## src/rtl/mtx_pkg.sv

```systemverilog
package mtx_pkg;

  typedef enum logic [1:0] {
    ST_IDLE    = 2'd0,
    ST_SEND    = 2'd1,
    ST_HOLD    = 2'd2,
    ST_RELEASE = 2'd3
  } link_state_t;

  // level on the line for one half of a coded bit
  function automatic logic manch_level(input logic data_bit, input logic second_half);
    return data_bit ^ second_half;
  endfunction

  // number of clock ticks in one burst
  function automatic int unsigned burst_ticks(input int unsigned frame_bits);
    return 2 * frame_bits;
  endfunction

endpackage

```

## src/rtl/mtx_shifter.sv

```systemverilog
module mtx_shifter #(
  parameter int unsigned DATA_W   = 32,
  parameter int unsigned PRE_W    = 2,
  parameter logic [PRE_W-1:0] PREAMBLE = 2'b10,
  localparam int unsigned FRAME_W = DATA_W + PRE_W
) (
  input  logic              clk,
  input  logic              rst_n,
  input  logic              load,
  input  logic [DATA_W-1:0] data,
  input  logic              advance,
  output logic              cur_bit
);

  logic [FRAME_W-1:0] frame_q;

  always_ff @(posedge clk or negedge rst_n) begin
    if (!rst_n)
      frame_q <= '0;
    else if (load)
      frame_q <= {PREAMBLE, data};
    else if (advance)
      frame_q <= {frame_q[FRAME_W-2:0], 1'b0};
  end

  assign cur_bit = frame_q[FRAME_W-1];

endmodule

```

## src/rtl/mtx_timer.sv

```systemverilog
module mtx_timer #(
  parameter int unsigned FRAME_W = 34,
  localparam int unsigned IDX_W  = $clog2(FRAME_W)
) (
  input  logic clk,
  input  logic rst_n,
  input  logic start,
  input  logic active,
  output logic second_half,
  output logic last_tick
);

  logic             half_q;
  logic [IDX_W-1:0] idx_q;

  always_ff @(posedge clk or negedge rst_n) begin
    if (!rst_n) begin
      half_q <= 1'b0;
      idx_q  <= '0;
    end else if (start) begin
      half_q <= 1'b0;
      idx_q  <= '0;
    end else if (active) begin
      half_q <= ~half_q;
      if (half_q) idx_q <= idx_q + 1'b1;
    end
  end

  assign second_half = half_q;
  assign last_tick   = active && half_q && (idx_q == IDX_W'(FRAME_W - 1));

  a_r4_half_toggles: assert property (@(posedge clk) disable iff (!rst_n)
    (active && !start && !last_tick) |=> (second_half != $past(second_half)));

endmodule

```

## src/rtl/mtx_ctrl.sv

```systemverilog
module mtx_ctrl
  import mtx_pkg::*;
(
  input  logic        clk,
  input  logic        rst_n,
  input  logic        in_valid,
  input  logic        sack,
  input  logic        last_tick,
  output link_state_t state,
  output logic        load,
  output logic        sending,
  output logic        in_ready,
  output logic        sreq
);

  link_state_t state_q, state_d;

  always_comb begin
    state_d = state_q;
    unique case (state_q)
      ST_IDLE:    if (in_valid)  state_d = ST_SEND;
      ST_SEND:    if (last_tick) state_d = ST_HOLD;
      ST_HOLD:    if (sack)      state_d = ST_RELEASE;
      ST_RELEASE: if (!sack)     state_d = ST_IDLE;
      default:                   state_d = ST_IDLE;
    endcase
  end

  always_ff @(posedge clk or negedge rst_n) begin
    if (!rst_n) state_q <= ST_IDLE;
    else        state_q <= state_d;
  end

  assign state    = state_q;
  assign in_ready = (state_q == ST_IDLE);
  assign load     = in_ready && in_valid;
  assign sending  = (state_q == ST_SEND);
  assign sreq     = (state_q == ST_SEND) || (state_q == ST_HOLD);

  a_r2_start_next: assert property (@(posedge clk) disable iff (!rst_n)
    load |=> (sending && sreq && !in_ready));
  a_r6_sreq_falls_on_ack: assert property (@(posedge clk) disable iff (!rst_n)
    $fell(sreq) |-> $past(sack));
  a_r8_ready_after_release: assert property (@(posedge clk) disable iff (!rst_n)
    $rose(in_ready) |-> !$past(sack));

endmodule

```

## src/rtl/mtx_encoder.sv

```systemverilog
module mtx_encoder
  import mtx_pkg::*;
(
  input  logic clk,
  input  logic rst_n,
  input  logic sending,
  input  logic cur_bit,
  input  logic second_half,
  output logic ser_out
);

  assign ser_out = sending ? manch_level(cur_bit, second_half) : 1'b0;

  a_r4_mid_bit_edge: assert property (@(posedge clk) disable iff (!rst_n)
    (sending && second_half && $past(sending)) |-> (ser_out != $past(ser_out)));

endmodule

```

## src/rtl/manch_event_tx.sv

```systemverilog
module manch_event_tx
  import mtx_pkg::*;
#(
  parameter int unsigned DATA_W = 32,
  parameter int unsigned PRE_W  = 2,
  parameter logic [PRE_W-1:0] PREAMBLE = 2'b10,
  localparam int unsigned FRAME_W = DATA_W + PRE_W,
  localparam int unsigned TICKS   = 2 * FRAME_W,
  localparam int unsigned CNT_W   = $clog2(TICKS + 1)
) (
  input  logic              clk,
  input  logic              rst_n,
  input  logic              in_valid,
  input  logic [DATA_W-1:0] in_data,
  output logic              in_ready,
  output logic              ser_out,
  output logic              sreq,
  input  logic              sack
);

  link_state_t state;
  logic load, sending, cur_bit, second_half, last_tick;

  mtx_ctrl u_ctrl (
    .clk(clk), .rst_n(rst_n), .in_valid(in_valid), .sack(sack),
    .last_tick(last_tick), .state(state), .load(load), .sending(sending),
    .in_ready(in_ready), .sreq(sreq)
  );

  mtx_timer #(.FRAME_W(FRAME_W)) u_timer (
    .clk(clk), .rst_n(rst_n), .start(load), .active(sending),
    .second_half(second_half), .last_tick(last_tick)
  );

  mtx_shifter #(.DATA_W(DATA_W), .PRE_W(PRE_W), .PREAMBLE(PREAMBLE)) u_shift (
    .clk(clk), .rst_n(rst_n), .load(load), .data(in_data),
    .advance(sending && second_half), .cur_bit(cur_bit)
  );

  mtx_encoder u_enc (
    .clk(clk), .rst_n(rst_n), .sending(sending), .cur_bit(cur_bit),
    .second_half(second_half), .ser_out(ser_out)
  );

  // burst length watch for the assertion
  logic [CNT_W-1:0] send_len_q;
  always_ff @(posedge clk or negedge rst_n) begin
    if (!rst_n)       send_len_q <= '0;
    else if (load)    send_len_q <= '0;
    else if (sending) send_len_q <= send_len_q + 1'b1;
  end

  a_r5_burst_length: assert property (@(posedge clk) disable iff (!rst_n)
    $fell(sending) |-> (send_len_q == CNT_W'(burst_ticks(FRAME_W))));
  a_r1_quiet_line: assert property (@(posedge clk) disable iff (!rst_n)
    in_ready |-> (!ser_out && !sreq));

endmodule

```

## config.mk

```make
export PLATFORM = sky130hd
export DESIGN_NAME = manch_event_tx
export DESIGN_NICKNAME = d
export VERILOG_FILES = /design/src/rtl/mtx_pkg.sv /design/src/rtl/mtx_shifter.sv /design/src/rtl/mtx_timer.sv /design/src/rtl/mtx_ctrl.sv /design/src/rtl/mtx_encoder.sv /design/src/rtl/manch_event_tx.sv
export SDC_FILE = /design/constraint.sdc
export NUM_CORES = 1
export LEC_CHECK = 0
export ABC_AREA = 1
export BUFFER_PORTS_ARGS = -buffer_cell sky130_fd_sc_hd__buf_2
export CAP_MARGIN = 20
export CORE_UTILIZATION = 49
export CTS_CLUSTER_DIAMETER = 60
export DETAILED_ROUTE_END_ITERATION = 10
export MAX_ROUTING_LAYER = met4
export PLACE_DENSITY = 0.82
export SKIP_CTS_REPAIR_TIMING = 1
export SLEW_MARGIN = 20
export SYNTH_ARGS = -nofsm -noshare
export SYNTH_HDL_FRONTEND = slang
export SYNTH_SLANG_ARGS = --single-unit
```

## constraint.sdc

```tcl
create_clock -name clk -period 1.4 [get_ports clk]
set_clock_uncertainty 0.05 [all_clocks]
set_input_delay 0.21 -clock clk [delete_from_list [all_inputs] [get_ports clk]]
set_output_delay 0.21 -clock clk [all_outputs]
set_load 0.005 [all_outputs]
```

==> impl_metrics.json <==
{
  "syn_inst": 249,
  "ys_seq_area_frac": 0.5140,
  "p_int_mw": 3.725,
  "arrival_ns": 1.32,
  "cpMaxStageDelayCell": "dfrtp_1",
  "reg2reg_to": "u_ctrl.state[1]$_DFFE_PN0P_",
  "finalSetupViolations": 41,
  "cts_root_buf": "clkbuf_8",
  "synth_area_mm2": 0.002093,
  "status": "finished with violations",
  "fillCellCount": 313,
  "num-nets-final": 348,
  "cap_violations": 0,
  "yosysWarnings": 0,
  "avgSynthCellArea_um2": 8.407,
  "path_class": "register to output pin",
  "p_sw_frac": 0.3779,
  "p_leak_nw": 1.397,
  "setup_ws_ns": -0.1839,
  "fin_util": 0.6941,
  "final_common_cell": "nand2_1",
  "r2r_cells": 9,
  "grt_usage": 0.2198,
  "worst_pin_slew_ns": 0.2413,
  "dieArea_mm2": 0.004537,
  "io-pin-count": 39,
  "fmax_ghz": 0.6314,
  "gp_congestion": 0.7977,
  "net-switching-power_mw": 2.263,
  "hold_violations": 0,
  "clk_latency_ns": 0.30,
  "mostFrequentLayoutCells": "87 x nand2_1, 43 x dfrtp_1, 37 x buf_2",
  "synth-seq-cells": 43,
  "drt_wl_total_um": 4851,
  "die_w_um": 67.36,
  "yosys.cell_types.count": 20,
  "min_path_type": "primary input to register",
  "post-route-min-period_ns": 1.584,
  "worstSetupEndpoint": "ser_out",
  "routedWlPerCell_um": 13.63,
  "area_growth_pct": 34.55,
  "route.detailed.drc": 0,
  "core-area_mm2": 0.004058,
  "fin_hold_ws_ns": 0.06956,
  "initial_core_util": 0.5159,
  "min_period_over_period": 1.131,
  "path_cells": "inv_2, ha_4, buf_6, o21ai_2, a21oi_1, buf_2",
  "vias": 1815,
  "peakVddDrop_mv": 1.254,
  "port_buffers": 38,
  "rr_startpoint": "u_ctrl.state[0]$_DFFE_PN0P_",
  "seq_power_share": 0.354,
  "cts_num_sinks": 43,
  "violations": "negative setup slack",
  "maxSlewHeadroom": 0.8391,
  "rsz0062_at_grt": "true",
  "end_kind": "output pin",
  "p_per_area_mw_per_mm2": 2126,
  "drtIter0Drc": 88,
  "htreeDepth": 2,
  "cpPeakStageDelay_ns": 0.40,
  "cts-buffers-inserted": 5,
  "clkPwrFrac": 0.168,
  "drive_above_1_share": 0.3301,
  "first_pass_iters": 4,
  "hpwlAfterDp_um": 2996,
  "startpoint_type": "register",
  "slew_violations": 0,
  "p_comb_frac": 0.478,
  "rows": 23,
  "worst_ep_required_time_ns": 1.14,
  "grt_max_degree": 44,
  "r2r_setup_slack_ns": -0.13,
  "clk_pin_slew_worst_paths_ns": 0.09,
  "die_y_um": 67.36,
  "antenna_found_initial": 0,
  "cts_tree": "yes",
  "synth_nets": 292,
  "num_antenna_cells": 0,
  "detail-route-antenna-nets": 0,
  "grt_pass1_wl_um": 7038,
  "grt_pass1_vias": 1593,
  "cp_max_fo": 3,
  "viasPerCell": 5.098,
  "grt_remaining_overflow": 0,
  "ctsLongestPathBuffers": 2,
  "cp-startpoint": "u_ctrl.state[1]$_DFFE_PN0P_"
}
-- Yosys cell counts --
cell type,number,share of area
nand2_1,99,0.18
dfrtp_1,43,0.51
nand3_1,26,0.062
inv_1,19,0.034
o211ai_1,10,0.036
nor2_1,9,0.016
ha_1,7,0.042
buf_6,6,0.032
o21ai_0,6,0.014
a21oi_1,4,0.0096
buf_2,3,0.0072
inv_2,3,0.0054
nand4_1,3,0.0090
o21ai_1,3,0.0072
nand2_2,2,0.0060
o22ai_1,2,0.0060
nand2_4,1,0.0054
nand3b_1,1,0.0036
nor2_8,1,0.0096
or2_2,1,0.0030
-- stage by stage --
step                      instance area (um^2)  setup TNS (ns)  instances  power, mW  setup WS (ns)
final                                     2816          -3.544        356      5.988        -0.1839
after global routing                      2816          -5.860        356      6.403        -0.2294
after CTS                                 2566          -2.308        352      5.373        -0.3543
after detailed placement                  2449          -1.012        344      4.352       -0.06208
after global placement                    2449               0        344      4.234        0.01564
after floorplan                           2096      -0.0007917        249      3.560     -0.0007917
-- critical path: cells and delay by family, from the launching register on --
kind	cells	cell delay, ns
flip-flops	1	0.40
buffers and inverters	3	0.31
adder cells (fa/ha/maj)	1	0.15
AO/OA/AOI/OAI	2	0.15
-- kinds of logic after synthesis --
family                   Yosys count  share of synthesized area
AND/OR/NAND/NOR                  143                     0.2923
AO/OA/AOI/OAI                     25                    0.07292
buffers and inverters             31                    0.07890
adder cells (fa/ha/maj)            7                    0.04184
flip-flops                        43                     0.5140
-- how the worst min path moves through the flow --
stage / from / endpoint / slack (ns) / cells past startpoint
finish: in_data[23] / u_shift.frame_q[23]$_DFFE_PN0P_ / 0.07 / 3
global route: in_data[23] / u_shift.frame_q[23]$_DFFE_PN0P_ / 0.08 / 3
CTS: rst_n / u_shift.frame_q[24]$_DFFE_PN0P_ / -0.17 / 2
detailed placement: rst_n / u_shift.frame_q[22]$_DFFE_PN0P_ / 0.15 / 2
global placement: rst_n / u_shift.frame_q[22]$_DFFE_PN0P_ / 0.15 / 2
floorplan: rst_n / u_ctrl.state[0]$_DFFE_PN0P_ / -0.14 / 0
-- layer usage --
metal | wire length, um | vias up | track usage | part of all wire
met5 | 0 | - | - | 0
met3 | 160 | 10 | 0.04561 | 0.033
met1 | 2148 | 852 | 0.2873 | 0.44
met4 | 99 | 0 | 0.08777 | 0.020
met2 | 2442 | 47 | 0.3338 | 0.50
li1 | - | 906 | - | -
-- flip-flops by register name, summed over array words and instances, names as in the netlist --
name and cells:
u_shift.frame_q 34, u_timer.idx_q 6, u_timer.second_half 1, u_ctrl.state 2
-- power groups by stage --
stage / Sequential (mW) / Clock, mW / Combinational [mW]
2_1_floorplan: 2.02 / 0 / 1.54
3_3_place_gp: 2.06 / 0 / 2.17
3_5_place_dp: 2.08 / 0 / 2.27
4_1_cts: 2.07 / 1.03 / 2.28
5_1_grt: 2.17 / 1.08 / 3.16
6_report: 2.12 / 1.01 / 2.86
-- layout make-up --
| class | instances | area, um^2 | share of cell area |
|---|---|---|---|
| clock inverters | 2 | 35.03 | 0.01244 |
| clock buffers | 6 | 82.58 | 0.02932 |
| multi-input cells | 175 | 993.5 | 0.3527 |
| flip-flops and latches | 43 | 1076 | 0.3821 |
| inverters | 22 | 97.59 | 0.03465 |
| repair buffers | 58 | 469.2 | 0.1666 |
| well taps | 50 | 62.56 | 0.02221 |
(Power assumes the default switching activity.)
